$ cat src/rtl/ebus_pkg.sv
`timescale 1ns/1ps
package ebus_pkg;
  typedef enum logic [1:0] {
    SZ_BYTE = 2'd0,
    SZ_HALF = 2'd1,
    SZ_WORD = 2'd2,
    SZ_RSVD = 2'd3
  } xfer_size_e;

  typedef enum logic [1:0] {
    ST_IDLE = 2'd0,
    ST_STRB = 2'd1,
    ST_GAP  = 2'd2
  } seq_state_e;
endpackage

$ cat src/rtl/ebus_wait_timer.sv
`timescale 1ns/1ps
module ebus_wait_timer #(
  parameter int WS_W = 3
) (
  input  logic            clk,
  input  logic            rst_n,
  input  logic            active,
  input  logic [WS_W-1:0] ws_lim,
  input  logic            wait_n,
  output logic            half_end
);
  logic [WS_W-1:0] cnt;
  logic            std_done;

  assign std_done = (cnt == ws_lim);
  assign half_end = active && std_done && wait_n;

  always_ff @(posedge clk or negedge rst_n) begin
    if (!rst_n) begin
      cnt <= '0;
    end else if (!active) begin
      cnt <= '0;
    end else if (!std_done) begin
      cnt <= cnt + 1'b1;
    end
  end


  cnt_bound_chk: assert property (@(posedge clk) disable iff (!rst_n)
    cnt <= ws_lim);


  std_hold_chk: assert property (@(posedge clk) disable iff (!rst_n)
    (active && !std_done) |=> active);


  wait_stretch_chk: assert property (@(posedge clk) disable iff (!rst_n)
    (active && std_done && !wait_n) |=> active);
endmodule

$ cat src/rtl/ebus_seq.sv
`timescale 1ns/1ps
module ebus_seq
  import ebus_pkg::*;
#(
  parameter int AW   = 24,
  parameter int WS_W = 3
) (
  input  logic            clk,
  input  logic            rst_n,
  input  logic            req_valid,
  input  logic            req_write,
  input  logic [1:0]      req_size,
  input  logic [AW-1:0]   req_addr,
  input  logic [WS_W-1:0] cfg_ws,
  input  logic            half_end,
  output logic            req_ready,
  output logic            active,
  output logic [WS_W-1:0] ws_lim,
  output logic            hi_half,
  output logic            ack,
  output logic [AW-1:0]   bus_addr,
  output logic            bus_cs_n,
  output logic            bus_rd_n,
  output logic            bus_wr_n
);
  localparam logic [AW-1:0] HALF_STEP = AW'(2);

  seq_state_e  state;
  xfer_size_e  size_q;
  logic        wr_q;
  logic [AW-1:0] addr_q;

  assign req_ready = (state == ST_IDLE);
  assign active    = (state == ST_STRB);
  assign bus_cs_n  = !active;
  assign bus_rd_n  = !(active && !wr_q);
  assign bus_wr_n  = !(active && wr_q);
  assign bus_addr  = hi_half ? addr_q + HALF_STEP : addr_q;

  always_ff @(posedge clk or negedge rst_n) begin
    if (!rst_n) begin
      state   <= ST_IDLE;
      size_q  <= SZ_BYTE;
      wr_q    <= 1'b0;
      addr_q  <= '0;
      ws_lim  <= '0;
      hi_half <= 1'b0;
      ack     <= 1'b0;
    end else begin
      ack <= 1'b0;
      case (state)
        ST_IDLE: begin
          if (req_valid) begin
            size_q  <= xfer_size_e'(req_size);
            wr_q    <= req_write;
            addr_q  <= req_addr;
            ws_lim  <= cfg_ws;
            hi_half <= 1'b0;
            state   <= ST_STRB;
          end
        end
        ST_STRB: begin
          if (half_end) begin
            if (size_q == SZ_WORD && !hi_half) begin
              hi_half <= 1'b1;
              state   <= ST_GAP;
            end else begin
              ack   <= 1'b1;
              state <= ST_IDLE;
            end
          end
        end
        ST_GAP:  state <= ST_STRB;
        default: state <= ST_IDLE;
      endcase
    end
  end


  strobe_pair_chk: assert property (@(posedge clk) disable iff (!rst_n)
    !bus_cs_n |-> (bus_rd_n != bus_wr_n));


  strobe_idle_chk: assert property (@(posedge clk) disable iff (!rst_n)
    bus_cs_n |-> (bus_rd_n && bus_wr_n));


  half_addr_chk: assert property (@(posedge clk) disable iff (!rst_n)
    ($fell(bus_cs_n) && hi_half) |-> (bus_addr == $past(bus_addr, 2) + HALF_STEP));


  ack_pulse_chk: assert property (@(posedge clk) disable iff (!rst_n)
    ack |=> !ack);


  ack_idle_chk: assert property (@(posedge clk) disable iff (!rst_n)
    ack |-> (bus_cs_n && $past(!bus_cs_n)));
endmodule

$ cat src/rtl/ebus_datapath.sv
`timescale 1ns/1ps
module ebus_datapath
  import ebus_pkg::*;
#(
  parameter int BUS_W = 16
) (
  input  logic               clk,
  input  logic               rst_n,
  input  logic               accept,
  input  logic [2*BUS_W-1:0] req_wdata,
  input  logic [1:0]         req_size,
  input  logic               req_lsb,
  input  logic               hi_half,
  input  logic               half_end,
  input  logic               cs_n,
  input  logic [BUS_W-1:0]   bus_rdata,
  output logic [BUS_W-1:0]   bus_wdata,
  output logic [2*BUS_W-1:0] rd_data
);
  localparam int LANE_W = BUS_W / 2;

  logic [2*BUS_W-1:0] wd_q;
  xfer_size_e         size_q;
  logic               lsb_q;
  logic [BUS_W-1:0]   lo_q;
  logic               final_end;
  logic [2*BUS_W-1:0] rd_next;

  assign final_end = half_end && (size_q != SZ_WORD || hi_half);

  always_comb begin
    if (hi_half)
      bus_wdata = wd_q[2*BUS_W-1:BUS_W];
    else if (size_q == SZ_BYTE)
      bus_wdata = {wd_q[LANE_W-1:0], wd_q[LANE_W-1:0]};
    else
      bus_wdata = wd_q[BUS_W-1:0];
  end

  always_comb begin
    case (size_q)
      SZ_WORD: rd_next = {bus_rdata, lo_q};
      SZ_BYTE: rd_next = lsb_q ? {{(2*BUS_W-LANE_W){1'b0}}, bus_rdata[BUS_W-1:LANE_W]}
                               : {{(2*BUS_W-LANE_W){1'b0}}, bus_rdata[LANE_W-1:0]};
      default: rd_next = {{BUS_W{1'b0}}, bus_rdata};
    endcase
  end

  always_ff @(posedge clk or negedge rst_n) begin
    if (!rst_n) begin
      wd_q    <= '0;
      size_q  <= SZ_BYTE;
      lsb_q   <= 1'b0;
      lo_q    <= '0;
      rd_data <= '0;
    end else begin
      if (accept) begin
        wd_q   <= req_wdata;
        size_q <= xfer_size_e'(req_size);
        lsb_q  <= req_lsb;
      end
      if (half_end && !hi_half)
        lo_q <= bus_rdata;
      if (final_end)
        rd_data <= rd_next;
    end
  end


  wdata_hold_chk: assert property (@(posedge clk) disable iff (!rst_n)
    (!cs_n && $past(!cs_n)) |-> $stable(bus_wdata));
endmodule

$ cat src/rtl/ebus_wait_ctrl.sv
`timescale 1ns/1ps
module ebus_wait_ctrl #(
  parameter int AW    = 24,
  parameter int WS_W  = 3,
  parameter int BUS_W = 16
) (
  input  logic               clk,
  input  logic               rst_n,
  input  logic [WS_W-1:0]    cfg_wait_states,
  input  logic               req_valid,
  output logic               req_ready,
  input  logic               req_write,
  input  logic [1:0]         req_size,
  input  logic [AW-1:0]      req_addr,
  input  logic [2*BUS_W-1:0] req_wdata,
  output logic               rsp_ack,
  output logic [2*BUS_W-1:0] rsp_rdata,
  output logic [AW-1:0]      bus_addr,
  output logic [BUS_W-1:0]   bus_wdata,
  input  logic [BUS_W-1:0]   bus_rdata,
  input  logic               bus_wait_n,
  output logic               bus_cs_n,
  output logic               bus_rd_n,
  output logic               bus_wr_n
);
  logic            active;
  logic [WS_W-1:0] ws_lim;
  logic            half_end;
  logic            hi_half;
  logic            accept;

  assign accept = req_valid && req_ready;

  ebus_seq #(.AW(AW), .WS_W(WS_W)) u_seq (
    .clk(clk), .rst_n(rst_n),
    .req_valid(req_valid), .req_write(req_write), .req_size(req_size),
    .req_addr(req_addr), .cfg_ws(cfg_wait_states), .half_end(half_end),
    .req_ready(req_ready), .active(active), .ws_lim(ws_lim),
    .hi_half(hi_half), .ack(rsp_ack), .bus_addr(bus_addr),
    .bus_cs_n(bus_cs_n), .bus_rd_n(bus_rd_n), .bus_wr_n(bus_wr_n)
  );

  ebus_wait_timer #(.WS_W(WS_W)) u_timer (
    .clk(clk), .rst_n(rst_n), .active(active), .ws_lim(ws_lim),
    .wait_n(bus_wait_n), .half_end(half_end)
  );

  ebus_datapath #(.BUS_W(BUS_W)) u_data (
    .clk(clk), .rst_n(rst_n), .accept(accept), .req_wdata(req_wdata),
    .req_size(req_size), .req_lsb(req_addr[0]), .hi_half(hi_half),
    .half_end(half_end), .cs_n(bus_cs_n), .bus_rdata(bus_rdata),
    .bus_wdata(bus_wdata), .rd_data(rsp_rdata)
  );
endmodule

$ cat config.mk
export PLATFORM = sky130hd
export DESIGN_NAME = ebus_wait_ctrl
export DESIGN_NICKNAME = d
export VERILOG_FILES = /design/src/rtl/ebus_pkg.sv /design/src/rtl/ebus_wait_timer.sv /design/src/rtl/ebus_seq.sv /design/src/rtl/ebus_datapath.sv /design/src/rtl/ebus_wait_ctrl.sv
export SDC_FILE = /design/constraint.sdc
export NUM_CORES = 1
export LEC_CHECK = 0
export CAP_MARGIN = 20
export CORE_ASPECT_RATIO = 0.6
export CORE_MARGIN = 8
export CORE_UTILIZATION = 30
export DETAILED_ROUTE_END_ITERATION = 8
export PLACE_DENSITY = 0.59
export SETUP_SLACK_MARGIN = 0.3
export SYNTH_ARGS = -nofsm -noshare
export SYNTH_HDL_FRONTEND = slang
export SYNTH_SLANG_ARGS = --single-unit
$ cat constraint.sdc
create_clock -name clk -period 1.95 [get_ports clk]
set_input_delay 0.39 -clock clk [delete_from_list [all_inputs] [get_ports clk]]
set_output_delay 0.39 -clock clk [all_outputs]
set_load 0.01 [all_outputs]
==> metrics.txt, run 1 <==
status finished with violations; failing checks setup timing; Peak Freq 436.7 MHz; area of the multi-input gates 2829 µm²; vias in the first global route 4841; die width 192.1 µm; Hold EP u_data.wd_q[16]; Hold Crit Class flop to flop; Power, Total 16.22 mW; ys async rst share 100.0%; P_int 10.64 mW; Setup-failing EPs final 46; DP Area 7848 µm²; Clk pwr share 20.4%; Synth Register Bits 117; clk slew on worst S/H paths 0.05 ns; Clock H-tree levels 4; slowest cell delay on critical path 0.38 ns; CTS tree done; unrepaired setup endpoints after global routing true; largest cells by area after synthesis dfrtp_1, mux2_2, mux2i_1; fin util 51.83%; nets@finish 798; CTS Buffer Depth 2; DR pass1 iterations 4; Avg WL per Cell 18.34 µm; largest net degree at the start of global routing 65; initial antenna violation count 0; Slew Viols, Final 0; core area 18160 µm²; antenna diode count 0; global route overflow 0; Die Y 121.6 µm; Max Cap Viol 0; Clock Skew 0.01172 ns; Synth Flop Type dfrtp_1; Net Sw Frac 34.37%; standard-cell rows 38; Post-Route Setup TNS -6.289 ns; initial core utilization 30.72%; critical path fanouts, max 7; Leakage 4.349 nW; via count 4441; Reg power frac 27.0%; Via-to-Cell Ratio 4.593; Final period util 117.4%; routed wire length 17.73 mm; slowest CP cell dfrtp_2; R2R Path Start u_seq.hi_half; CTS sink cnt 117; cts bufs inserted 17; pwr dens 1723 nW/µm²; CP startpoint kind flop; Worst EP arrival 1.90 ns; Worst Max-Slew Pin Slew 0.3880 ns; crit path kind flop to output port; Crit. End Element output port; Port Buffers 158; Hold Violations, Final 0; Worst EP required 1.56 ns; Gate power share 52.6%; Clk Tree Root Cell clkbuf_16; fillers 1564; maximum VDD drop 0.0008414 V; total track usage 14.91%; Netlist cell types 36; Netlist Area Pre-Place 5580 µm²; Final GP Congestion 0.8032; Hold Path Origin u_data.wd_q[16]; net load switching power 5.575 mW; syn avg cell area 12.16 µm²; sequential area share after synthesis 52.47%; top-area cell type share of the netlist area 52.47%; first-pass GRT wire length 26.98 mm; Post-synth top cells dfrtp_1, mux2_2, inv_1, nand2_1, mux2i_1; R2R setup slack -0.03 ns; post-place setup slack -0.4307 ns; Worst-Skew Late Latency 0.41 ns; Period minus WS final 2.290 ns; post-detail-place hpwl 11.86 mm; Min-Delay Path Depth 1; worst setup margin -0.3400 ns; antenna viol nets, final 0; # IOs 159; post-synthesis cell count 459; reg2reg end u_data.rd_data[9]; 1st-iter DRT viols 250; Synthesis Warnings 0; most used cell, CP buf_6; Worst Reg-to-Reg Cells 8; Seq. cell area 2933 µm²; Slew HR 74.04%; Synth area leader dfrtp_1; Area Overhead vs Synth 68.70%; most numerous cell in the Yosys netlist dfrtp_1; DRC viols 0; share of cells above drive strength 1 45.39%; number of synthesized flops with an enable pin 0; die area 23370 µm²; Mapped Nets 543; Critical Path, Cell by Cell and4_4 > nand4_1 > buf_6 > buf_6 > nor3_4 > xnor2_1 > buf_2; design area 9414 µm²
[kinds of logic after synthesis]
| logic type | after synthesis | synth area share [%] |
|---|---|---|
| compound gates | 40 | 5.112 |
| xor+xnor | 27 | 4.238 |
| fa+ha+maj | 2 | 0.4484 |
| buf+inv | 63 | 5.269 |
| flops | 117 | 52.47 |
| mux | 125 | 24.82 |
| simple gates | 85 | 7.646 |
[critical path, delay by kind of cell, from the launching register on]
kind | cells | cell delay [ns]
xor gates and xnor gates | 1 | 0.15
and+or+nand+nor | 3 | 0.50
buffers and inverters | 3 | 0.47
DFF | 1 | 0.38
[worst max-delay path by stage]
| stage | from | end | slack (ns) | cells after the start |
|---|---|---|---|---|
| 2_1_floorplan | u_seq.addr_q[12] | bus_addr[23] | 0.12 | 5 |
| 3_3_place_gp | u_seq.hi_half | bus_addr[23] | -0.43 | 7 |
| 3_5_place_dp | u_seq.hi_half | bus_addr[23] | -0.43 | 7 |
| 4_1_cts | u_seq.hi_half | bus_addr[21] | -0.38 | 7 |
| 5_1_grt | u_seq.hi_half | bus_addr[18] | -0.43 | 7 |
| 6_report | u_seq.hi_half | bus_addr[21] | -0.34 | 7 |
[registers in the layout, summed over array words and instances, names as in the netlist]
signal,cells
u_data.size_q,1
u_seq.ack,1
u_seq.ws_lim,3
u_data.wd_q,32
u_timer.cnt,3
u_data.rd_data,32
u_seq.size_q,1
u_seq.addr_q,24
u_data.lo_q,16
u_seq.wr_q,1
u_seq.state,2
u_seq.hi_half,1
[final cells by class]
type	count	share of cell area [%]
Clock buffer	20	4.745
Clock inverter	12	1.901
Inverter	37	1.502
Multi-Input combinational cell	279	30.05
Sequential cell	117	31.15
Tap cell	240	3.190
Timing Repair Buffer	262	27.46
[layout by cell type (no fill, tap or decap), drive strengths merged, types with 4 or more instances in the layout]
cell type and n:
a22o 8, mux2 92, clkdlybuf4s50 80, nor2 12
o21ai 12, inv 37, mux2i 33, dlygate4sd2 34
nor3 10, nand2 35, dfrtp 117, a2bb2oi 8
buf 143, o22ai 8, clkbuf 24, xnor2 10
clkinv 5, xor2 17, nand3 9, bufinv 4
[per-stage QoR]
stage                     hold slack (ns)  std cells
after detailed placement           0.4187        881
after floorplan                   0.09441        459
after global placement             0.4148        881
after global routing               0.5212        967
final                              0.5009        967
after CTS                          0.5048        939
[timing repair]
item | 4_1_cts | 5_1_grt
setup buffers | 21 | 26
pin swaps | 33 | 27
resized for setup | 313 | 46
hold buffers | 1 | 0
endpoints found under the setup margin | 126 | 96
gates cloned | 4 | 2
endpoints found under the hold margin | 30 | 0
[power groups by stage]
stage | logic (mW) | registers, mW | clock network (mW)
3_3_place_gp | 7.08 | 4.26 | 0
5_1_grt | 9.17 | 4.53 | 3.51
6_report | 8.54 | 4.37 | 3.31
3_5_place_dp | 7.18 | 4.34 | 0
2_1_floorplan | 3.58 | 4.37 | 0
4_1_cts | 7.80 | 4.36 | 3.39
[layer usage]
layer	vias up	GRT usage [%]	wire [µm]
met5	-	0	0
met4	0	3.755	164
met3	15	6.022	1653
met2	135	22.76	7896
met1	2195	19.54	8016
li1	2096	-	-
Note: power is estimated with default switching activity, not from simulation.
==> run 2: changes to the inputs <==
- SLEW_MARGIN: unset -> 10
==> results of run 2 <==
No change in the layout: final DEF, timing and power equal those of run 1.
